--- src/rtl/adc_scan_pkg.sv ---
package adc_scan_pkg;
    localparam int NUM_CH = 8;
    localparam int CH_W   = $clog2(NUM_CH);
    localparam int RES_W  = 10;
    localparam int DIV_W  = 2;
    localparam int CTL_W  = 6;

    // control word field positions
    localparam int CTL_START = 0;
    localparam int CTL_CONT  = 1;
    localparam int CTL_RISE  = 2;
    localparam int CTL_FALL  = 3;
    localparam int CTL_DIV   = 4;

    typedef struct packed {
        logic [DIV_W-1:0] div_sel;
        logic             fall_en;
        logic             rise_en;
        logic             cont;
    } ctl_t;

    typedef struct packed {
        logic            found;
        logic [CH_W-1:0] idx;
    } pick_t;

    // lowest selected channel at or above 'from'
    function automatic pick_t pick_from(input logic [NUM_CH-1:0] mask, input int from);
        pick_t p;
        p = '0;
        for (int i = NUM_CH - 1; i >= 0; i--) begin
            if (mask[i] && i >= from) begin
                p.found = 1'b1;
                p.idx   = CH_W'(i);
            end
        end
        return p;
    endfunction

    function automatic int divisor(input logic [DIV_W-1:0] sel);
        return 2 * (int'(sel) + 1);
    endfunction
endpackage

--- src/rtl/adc_trig_edge.sv ---
module adc_trig_edge (
    input  logic clk,
    input  logic rst,
    input  logic trig_in,
    input  logic rise_en,
    input  logic fall_en,
    output logic start_o,
    output logic capture_o
);
    logic [2:0] shr;
    logic       rise, fall;

    always_ff @(posedge clk) begin
        if (rst) shr <= '0;
        else     shr <= {shr[1:0], trig_in};
    end

    assign rise    = shr[1] & ~shr[2];
    assign fall    = ~shr[1] & shr[2];
    assign start_o = (rise & rise_en) | (fall & fall_en);

    always_ff @(posedge clk) begin
        if (rst) capture_o <= 1'b0;
        else     capture_o <= start_o;
    end
endmodule

--- src/rtl/adc_clk_presc.sv ---
module adc_clk_presc
    import adc_scan_pkg::*;
#(
    parameter int SEL_W = DIV_W
) (
    input  logic             clk,
    input  logic             rst,
    input  logic [SEL_W-1:0] div_sel,
    output logic             ce_o
);
    localparam int MAX_DIV = 2 * (2 ** SEL_W);
    localparam int CNT_W   = $clog2(MAX_DIV);

    logic [CNT_W-1:0] cnt;
    int               last;

    assign last = divisor(div_sel) - 1;
    assign ce_o = (int'(cnt) == last);

    always_ff @(posedge clk) begin
        if (rst)                    cnt <= '0;
        else if (int'(cnt) >= last) cnt <= '0;
        else                        cnt <= cnt + 1'b1;
    end
endmodule

--- src/rtl/adc_result_bank.sv ---
module adc_result_bank #(
    parameter int N_CH = 8,
    parameter int R_W  = 10,
    parameter int I_W  = $clog2(N_CH)
) (
    input  logic              clk,
    input  logic              rst,
    input  logic              wr_en,
    input  logic [I_W-1:0]    wr_idx,
    input  logic [R_W-1:0]    wr_data,
    output logic [N_CH*R_W-1:0] res_flat,
    output logic [N_CH-1:0]   done_flags
);
    for (genvar g = 0; g < N_CH; g++) begin : g_ch
        logic          hit;
        logic [R_W-1:0] res_q;
        assign hit = wr_en && (int'(wr_idx) == g);
        always_ff @(posedge clk) begin
            if (rst) begin
                res_q         <= '0;
                done_flags[g] <= 1'b0;
            end else begin
                done_flags[g] <= hit;
                if (hit) res_q <= wr_data;
            end
        end
        assign res_flat[g*R_W +: R_W] = res_q;
    end
endmodule

--- src/rtl/adc_scan_fsm.sv ---
module adc_scan_fsm
    import adc_scan_pkg::*;
(
    input  logic              clk,
    input  logic              rst,
    input  logic              start_req,
    input  logic              abort,
    input  logic              cont,
    input  logic [NUM_CH-1:0] mask,
    input  logic              conv_done,
    output logic              busy,
    output logic              req,
    output logic [CH_W-1:0]   ptr,
    output logic              wr_en
);
    pick_t first, nxt;

    assign first = pick_from(mask, 0);
    assign nxt   = pick_from(mask, int'(ptr) + 1);
    assign wr_en = busy && req && conv_done && !abort;

    always_ff @(posedge clk) begin
        if (rst) begin
            busy <= 1'b0;
            req  <= 1'b0;
            ptr  <= '0;
        end else if (busy && abort) begin
            busy <= 1'b0;
            req  <= 1'b0;
            ptr  <= '0;
        end else if (!busy) begin
            if (start_req && first.found) begin
                busy <= 1'b1;
                req  <= 1'b1;
                ptr  <= first.idx;
            end
        end else if (req) begin
            if (conv_done) begin
                req <= 1'b0;
                if (nxt.found) begin
                    ptr <= nxt.idx;
                end else if (cont && first.found) begin
                    ptr <= first.idx;
                end else begin
                    busy <= 1'b0;
                    ptr  <= '0;
                end
            end
        end else begin
            req <= 1'b1;
        end
    end
endmodule

--- src/rtl/adc_scan_ctrl.sv ---
module adc_scan_ctrl
    import adc_scan_pkg::*;
(
    input  logic                    clk,
    input  logic                    rst,
    input  logic                    ctl_we,
    input  logic [CTL_W-1:0]        ctl_wdata,
    input  logic [NUM_CH-1:0]       chan_mask,
    input  logic                    ext_trig,
    output logic                    busy,
    output logic                    capture,
    output logic                    conv_ce,
    output logic [CH_W-1:0]         conv_chan,
    output logic                    conv_req,
    input  logic                    conv_done,
    input  logic [RES_W-1:0]        conv_result,
    output logic [NUM_CH-1:0]       chan_done,
    output logic [NUM_CH*RES_W-1:0] res_flat
);
    ctl_t ctl_q;
    logic ext_start, sw_start, sw_abort, wr_en;

    always_ff @(posedge clk) begin
        if (rst) begin
            ctl_q <= '0;
        end else if (ctl_we) begin
            ctl_q.cont    <= ctl_wdata[CTL_CONT];
            ctl_q.rise_en <= ctl_wdata[CTL_RISE];
            ctl_q.fall_en <= ctl_wdata[CTL_FALL];
            ctl_q.div_sel <= ctl_wdata[CTL_DIV +: DIV_W];
        end
    end

    assign sw_start = ctl_we &  ctl_wdata[CTL_START];
    assign sw_abort = ctl_we & ~ctl_wdata[CTL_START];

    adc_trig_edge u_trig (
        .clk(clk), .rst(rst), .trig_in(ext_trig),
        .rise_en(ctl_q.rise_en), .fall_en(ctl_q.fall_en),
        .start_o(ext_start), .capture_o(capture)
    );

    adc_clk_presc #(.SEL_W(DIV_W)) u_presc (
        .clk(clk), .rst(rst), .div_sel(ctl_q.div_sel), .ce_o(conv_ce)
    );

    adc_scan_fsm u_fsm (
        .clk(clk), .rst(rst), .start_req(sw_start | ext_start),
        .abort(sw_abort), .cont(ctl_q.cont), .mask(chan_mask),
        .conv_done(conv_done), .busy(busy), .req(conv_req),
        .ptr(conv_chan), .wr_en(wr_en)
    );

    adc_result_bank #(.N_CH(NUM_CH), .R_W(RES_W), .I_W(CH_W)) u_bank (
        .clk(clk), .rst(rst), .wr_en(wr_en), .wr_idx(conv_chan),
        .wr_data(conv_result), .res_flat(res_flat), .done_flags(chan_done)
    );
endmodule

--- config.mk ---
export PLATFORM = sky130hd
export DESIGN_NAME = adc_scan_ctrl
export DESIGN_NICKNAME = d
export VERILOG_FILES = /design/src/rtl/adc_scan_pkg.sv /design/src/rtl/adc_trig_edge.sv /design/src/rtl/adc_clk_presc.sv /design/src/rtl/adc_result_bank.sv /design/src/rtl/adc_scan_fsm.sv /design/src/rtl/adc_scan_ctrl.sv
export SDC_FILE = /design/constraint.sdc
export NUM_CORES = 1
export LEC_CHECK = 0
export ABC_CLOCK_PERIOD_IN_PS = 3600
export BUFFER_PORTS_ARGS = -buffer_cell sky130_fd_sc_hd__buf_2
export CAP_MARGIN = 20
export CORE_MARGIN = 5
export CORE_UTILIZATION = 35
export DETAILED_ROUTE_END_ITERATION = 8
export PLACE_DENSITY = 0.6
export SKIP_LAST_GASP = 1
export SLEW_MARGIN = 20
export SYNTH_ARGS = -nofsm -noshare
export SYNTH_HDL_FRONTEND = slang
export SYNTH_SLANG_ARGS = --single-unit
--- constraint.sdc ---
create_clock -name clk -period 3.6 [get_ports clk]
set_input_delay 0.36 -clock clk [delete_from_list [all_inputs] [get_ports clk]]
set_output_delay 0.36 -clock clk [all_outputs]
set_load 0.01 [all_outputs]
* Word-level counts from Yosys, hierarchy flattened
Index checks and enable logic that the tools add are counted.
** Cells by class
- Add/sub/neg operators :: 4
- $lt $le $gt $ge :: 9
- Equal/unequal tests :: 10
- Mux-type cells :: 32
- Bitwise operators :: 11
- Reduce and logical (&&, ||, !) cells :: 28
** Operators with widths (number)
- $ge A4 B32 Y1 const A :: 4
- $ge A3 B32 Y1 const A :: 2
- $mux W4 :: 16
- $eq A4 B32 Y1 :: 1
- $ge A1 B32 Y1 const A :: 1
- $ge A2 B32 Y1 const A :: 1
- $ge A4 B32 Y1 :: 1
- $sub A32 B2 Y32 const B :: 1
- $logic_and A1 B1 Y1 :: 22
- $mux W3 :: 6
- $eq A3 B3 Y1 const B :: 4
- $mux W1 :: 10
- $and A1 B1 Y1 :: 6
- $eq A3 B2 Y1 const B :: 2
- $add A3 B1 Y4 const B :: 1
- $ne A2 B2 Y1 const B :: 2
- $reduce_or A2 Y1 :: 2
- $add A2 B1 Y3 const B :: 1
- $add A3 B1 Y3 const B :: 1
- $eq A3 B1 Y1 const B :: 1
- $logic_not A3 Y1 :: 1
- $not A1 Y1 :: 3
- $reduce_and A3 Y1 :: 1
- $or A1 B1 Y1 :: 2
- other kinds (2) :: 2
** Storage, ports and cells
- Register bits after elaboration :: 105
- Bits of input ports :: 29
- Output and inout port bits :: 95
- Word-level logic and storage cells :: 120

* Longest topological paths before layout
- Depth after elaboration :: 15
- Depth in mapped cells :: 9
- Depth with buffers taken out :: 8

* Modules after synthesis
From an unflattened synthesis, not the netlist that was laid out.
** Unflattened totals
- Cell total of the unflattened synthesis :: 435
- Area total of the unflattened synthesis :: 4525.6 um2
** By module, submodules not included
- adc_result_bank :: times used 1, cells each 308, area an instance 3405.8 um2, seq. area each 1761.7 um2
- adc_scan_fsm :: times used 1, cells each 79, area an instance 575.6 um2, seq. area each 100.1 um2
- adc_clk_presc :: times used 1, cells each 19, area an instance 198.9 um2, seq. area each 60.1 um2
- adc_scan_ctrl :: times used 1, cells each 18, area an instance 193.9 um2, seq. area each 100.1 um2
- adc_trig_edge :: times used 1, cells each 11, area an instance 151.4 um2, seq. area each 80.1 um2

* Worst setup path after synthesis
Ideal clock, no wire load.
- Path kind :: reg-to-reg
- From :: reg u_fsm.ptr[0]
- To :: reg u_fsm.ptr[1]
- Library setup time :: 0.064 ns
- Data arrival time :: 2.161 ns
- Required time :: 3.536 ns
- Slack :: 1.375 ns
- Stages on the path, launching flop included :: 9
- Buffers on the path :: 1
- Period minus slack after synthesis :: 2.225 ns
- Cells stage by stage :: dfxtp_1 ha_1 ha_1 buf_6 o31a_1 nor4_4 o21ai_2 o311a_1 nor2_1
** On the way
- Cells in the longest elaborated chain, start to end :: 15
- Elaborated cells between the ends (all ways) :: 29
- Those cells by class :: add/sub (1); order compare (8); mux (12); reduce/logical (8)
** Ends and longest elaborated chain
- start, declared :: RTL line adc_scan_fsm.sv:13 : output logic [CH_W-1:0] ptr,
- start signal, assigned :: RTL line adc_scan_fsm.sv:35 : ptr <= first.idx;
- start signal, assigned :: RTL line adc_scan_fsm.sv:41 : ptr <= nxt.idx;
- start signal, assigned :: RTL line adc_scan_fsm.sv:43 : ptr <= first.idx;
- $add A3 B1 Y4 * :: RTL line adc_scan_fsm.sv:19 : assign nxt = pick_from(mask, int'(ptr) + 1);
- $ge A4 B32 Y1 :: RTL line adc_scan_pkg.sv:32 : if (mask[i] && i >= from) begin
- $logic_and A1 B1 Y1 :: RTL line adc_scan_pkg.sv:32
- $mux W4 (7 in series) :: RTL line adc_scan_pkg.sv:32
- $mux W4 * :: RTL line adc_scan_pkg.sv:32
- $mux W3 * :: RTL line adc_scan_fsm.sv:40 : if (nxt.found) begin
- $mux W3 * :: RTL line adc_scan_fsm.sv:38 : if (conv_done) begin
- $mux W3 * :: RTL line adc_scan_fsm.sv:37 : end else if (req) begin
- $mux W3 * :: RTL line adc_scan_fsm.sv:31 : end else if (!busy) begin
Mark *: on every way between the ends. The rest lies on a longest branch, timed or not. The select of a mux whose other input is x is not followed.
A chain may end at the register's enable or synchronous reset.

* Worst setup path after layout
Ends and elaborated chain as after synthesis.

==> metrics.txt <==
root buf cell=clkbuf_16; via count=3628; Hold Slack=0.241 ns; Mapped Nets=523; Die Width=119 microns; FF-to-FF Start=u_fsm.ptr[0]; first-pass GRT wire length=18400 microns; Design Area, Final=5100 sq um; RSZ-0062 raised after global routing=no; Worst-Margin Slew=0.993 ns; Final Critical Period=2.42 ns; relative slew slack=33.8%; Layout Utilization=44.1%; Clock Path Buffers=2; Setup Skew=0.00782 ns; initial DRC count=225; status=complete, no violations; max-slew violation count=0; CP Capture Point=u_fsm.ptr[1]; via/cell ratio=5.00; CP arrival=2.71 ns; Pwr Density=465 nW/um^2; crit path kind=flop to flop; Worst-Skew Late Latency=0.35 ns; Post-synth EDFFs=0; GRT overflow=0; Post-Synthesis Cells=484; yosys warns=0; DRC Markers=0; final wirelength=11700 microns; VDD IR max=0.368 mV; Async SR Flop Fraction=0%; core area=11600 sq um; Final #Nets=618; post-CTS sizing=0; Final Hold Viols=0; TritonCTS clock tree=built; synth unique cells=46; Final setup viols=0; initial core utilization=36.1%; I/O Pins=124; ys flop type=dfxtp_1; drt pass-1 iters=5; number of stages on the worst hold path=2; Rows=39; n_diodes=0; H-tree depth=3; post-CTS setup buffers=0; # port buffers=123; Max-Cap Viols=0; post-synthesis sequential area ratio=50.4%; initial antenna violation count=0; CP Max Fanout=10; setup TNS=0 ns; register bit total from synthesis=105; setup slack, reg-to-reg=1.18 ns; most common cell after layout, fill and taps aside=buf_2; reg2reg end=u_fsm.ptr[1]; Design Power=2370 uW; clock sink count=105; area delta synth->final=22.2%; die height=119 microns; vias in the first global route=3541; crit share post-route=67.2%; Final HPWL DP=8290 microns; Worst R2R Path Depth=7; LEAKAGE=0.00244 uW; Worst EP required=3.89 ns; count of hold-fix buffers inserted at cts=0; Netlist Area Pre-Place=4170 sq um; layout cells sized above 1=25.7%; Synth Area per Inst=8.62 sq um; CP endpoint kind=flop; Total GRT Usage=16.3%; placed cell area=4800 sq um; GPL Wtd Cong=0.809; cts bufs inserted=9; CP Launch Point=u_fsm.ptr[0]; Critical Path Start Type=flop; drt wl/cell=16.2 microns; die area=14200 sq um; clock-pin slew on the worst setup and hold paths=0.07 ns; max frequency=0.413 GHz; commonest cells after routing, fill and taps aside=buf_2, dfxtp_1, nand2_1; largest net degree at the start of global routing=101; Hold WC Path Type=input port to flop; antenna viol nets, final=0
-- cells by family (layout without fill, tap and decap cells) --
family          after synthesis  count (layout)  share of synthesized area [%]
simple gates                196             196                           20.8
flops                       105             105                           50.4
compound gates               87              87                           11.9
buf+inv                      49             148                           5.16
mux                          35              35                           8.39
fa+ha+maj                    10              10                           3.00
xor+xnor                      2               2                          0.420
-- synthesized netlist by cell type, types with 3 or more instances --
| library cell | count | share of area (%) |
|---|---|---|
| dfxtp_1 | 105 | 50 |
| buf_2 | 10 | 1.2 |
| nand3_1 | 24 | 2.9 |
| nor2b_1 | 6 | 0.90 |
| buf_4 | 3 | 0.54 |
| mux2i_1 | 35 | 8.4 |
| clkbuf_1 | 24 | 2.2 |
| a21oi_1 | 58 | 7.0 |
| o21ai_0 | 10 | 1.2 |
| and3_1 | 5 | 0.75 |
| nand2b_1 | 3 | 0.45 |
| ha_1 | 10 | 3.0 |
| nand2_1 | 93 | 8.4 |
| nor2_1 | 51 | 4.6 |
| nor3_1 | 3 | 0.36 |
| inv_1 | 9 | 0.81 |
-- state kept, by name (all words and copies together), names as in the netlist --
signal / flops
ctl_q: 5
u_fsm.ptr: 3
u_presc.cnt: 3
u_fsm.req: 1
u_trig.shr: 3
u_bank.done_flags: 8
u_bank.g_ch.res_q: 80
u_trig.capture_o: 1
u_fsm.busy: 1
-- critical path, stage by stage (launching register included) --
cell and delay [ns]:
dfxtp_1 0.44, ha_1 0.31, ha_1 0.38, o31a_1 0.40, nor4_4 0.30, o21ai_2 0.08, o311a_1 0.35, nor2_1 0.09
-- metal layers --
metal | global-route usage, % | up-vias | wire length (microns)
met5 | 0 | - | 0
met4 | 4.78 | 0 | 38
met3 | 4.98 | 2 | 843
met2 | 25.9 | 124 | 5420
met1 | 21.5 | 1713 | 5440
li1 | - | 1789 | -
-- worst min path at each step --
stage                              start  slack [ns]              to
after global routing        ctl_wdata[4]        0.26        ctl_q[3]
after CTS                   ctl_wdata[2]        0.24        ctl_q[1]
final                           ext_trig        0.24   u_trig.shr[0]
after detailed placement   u_trig.shr[0]        0.42   u_trig.shr[1]
after floorplan           u_presc.cnt[0]        0.41  u_presc.cnt[0]
after global placement     u_trig.shr[0]        0.42   u_trig.shr[1]
-- metrics by stage --
step / setup slack (ns) / cells
floorplan: 1.37 / 484
global placement: 1.18 / 711
detailed placement: 1.21 / 711
CTS: 1.18 / 726
global route: 1.01 / 726
finish: 1.18 / 726
-- report_power, final --
group	total, uW	switching, uW	internal, uW
registers	1200	16.2	1180
clock network	994	434	559
logic	181	114	67.3
total	2370	564	1810
-- area by class of cell --
cell class	count	area [sq um]
fillers	1154	6460
clock inverters	5	62.6
repair buffers	124	626
inverters	9	33.8
well taps	143	179
multi-input cells	330	1860
flip-flops and latches	105	2100
clock buffers	10	239
Note: power is estimated with default switching activity, not from simulation.
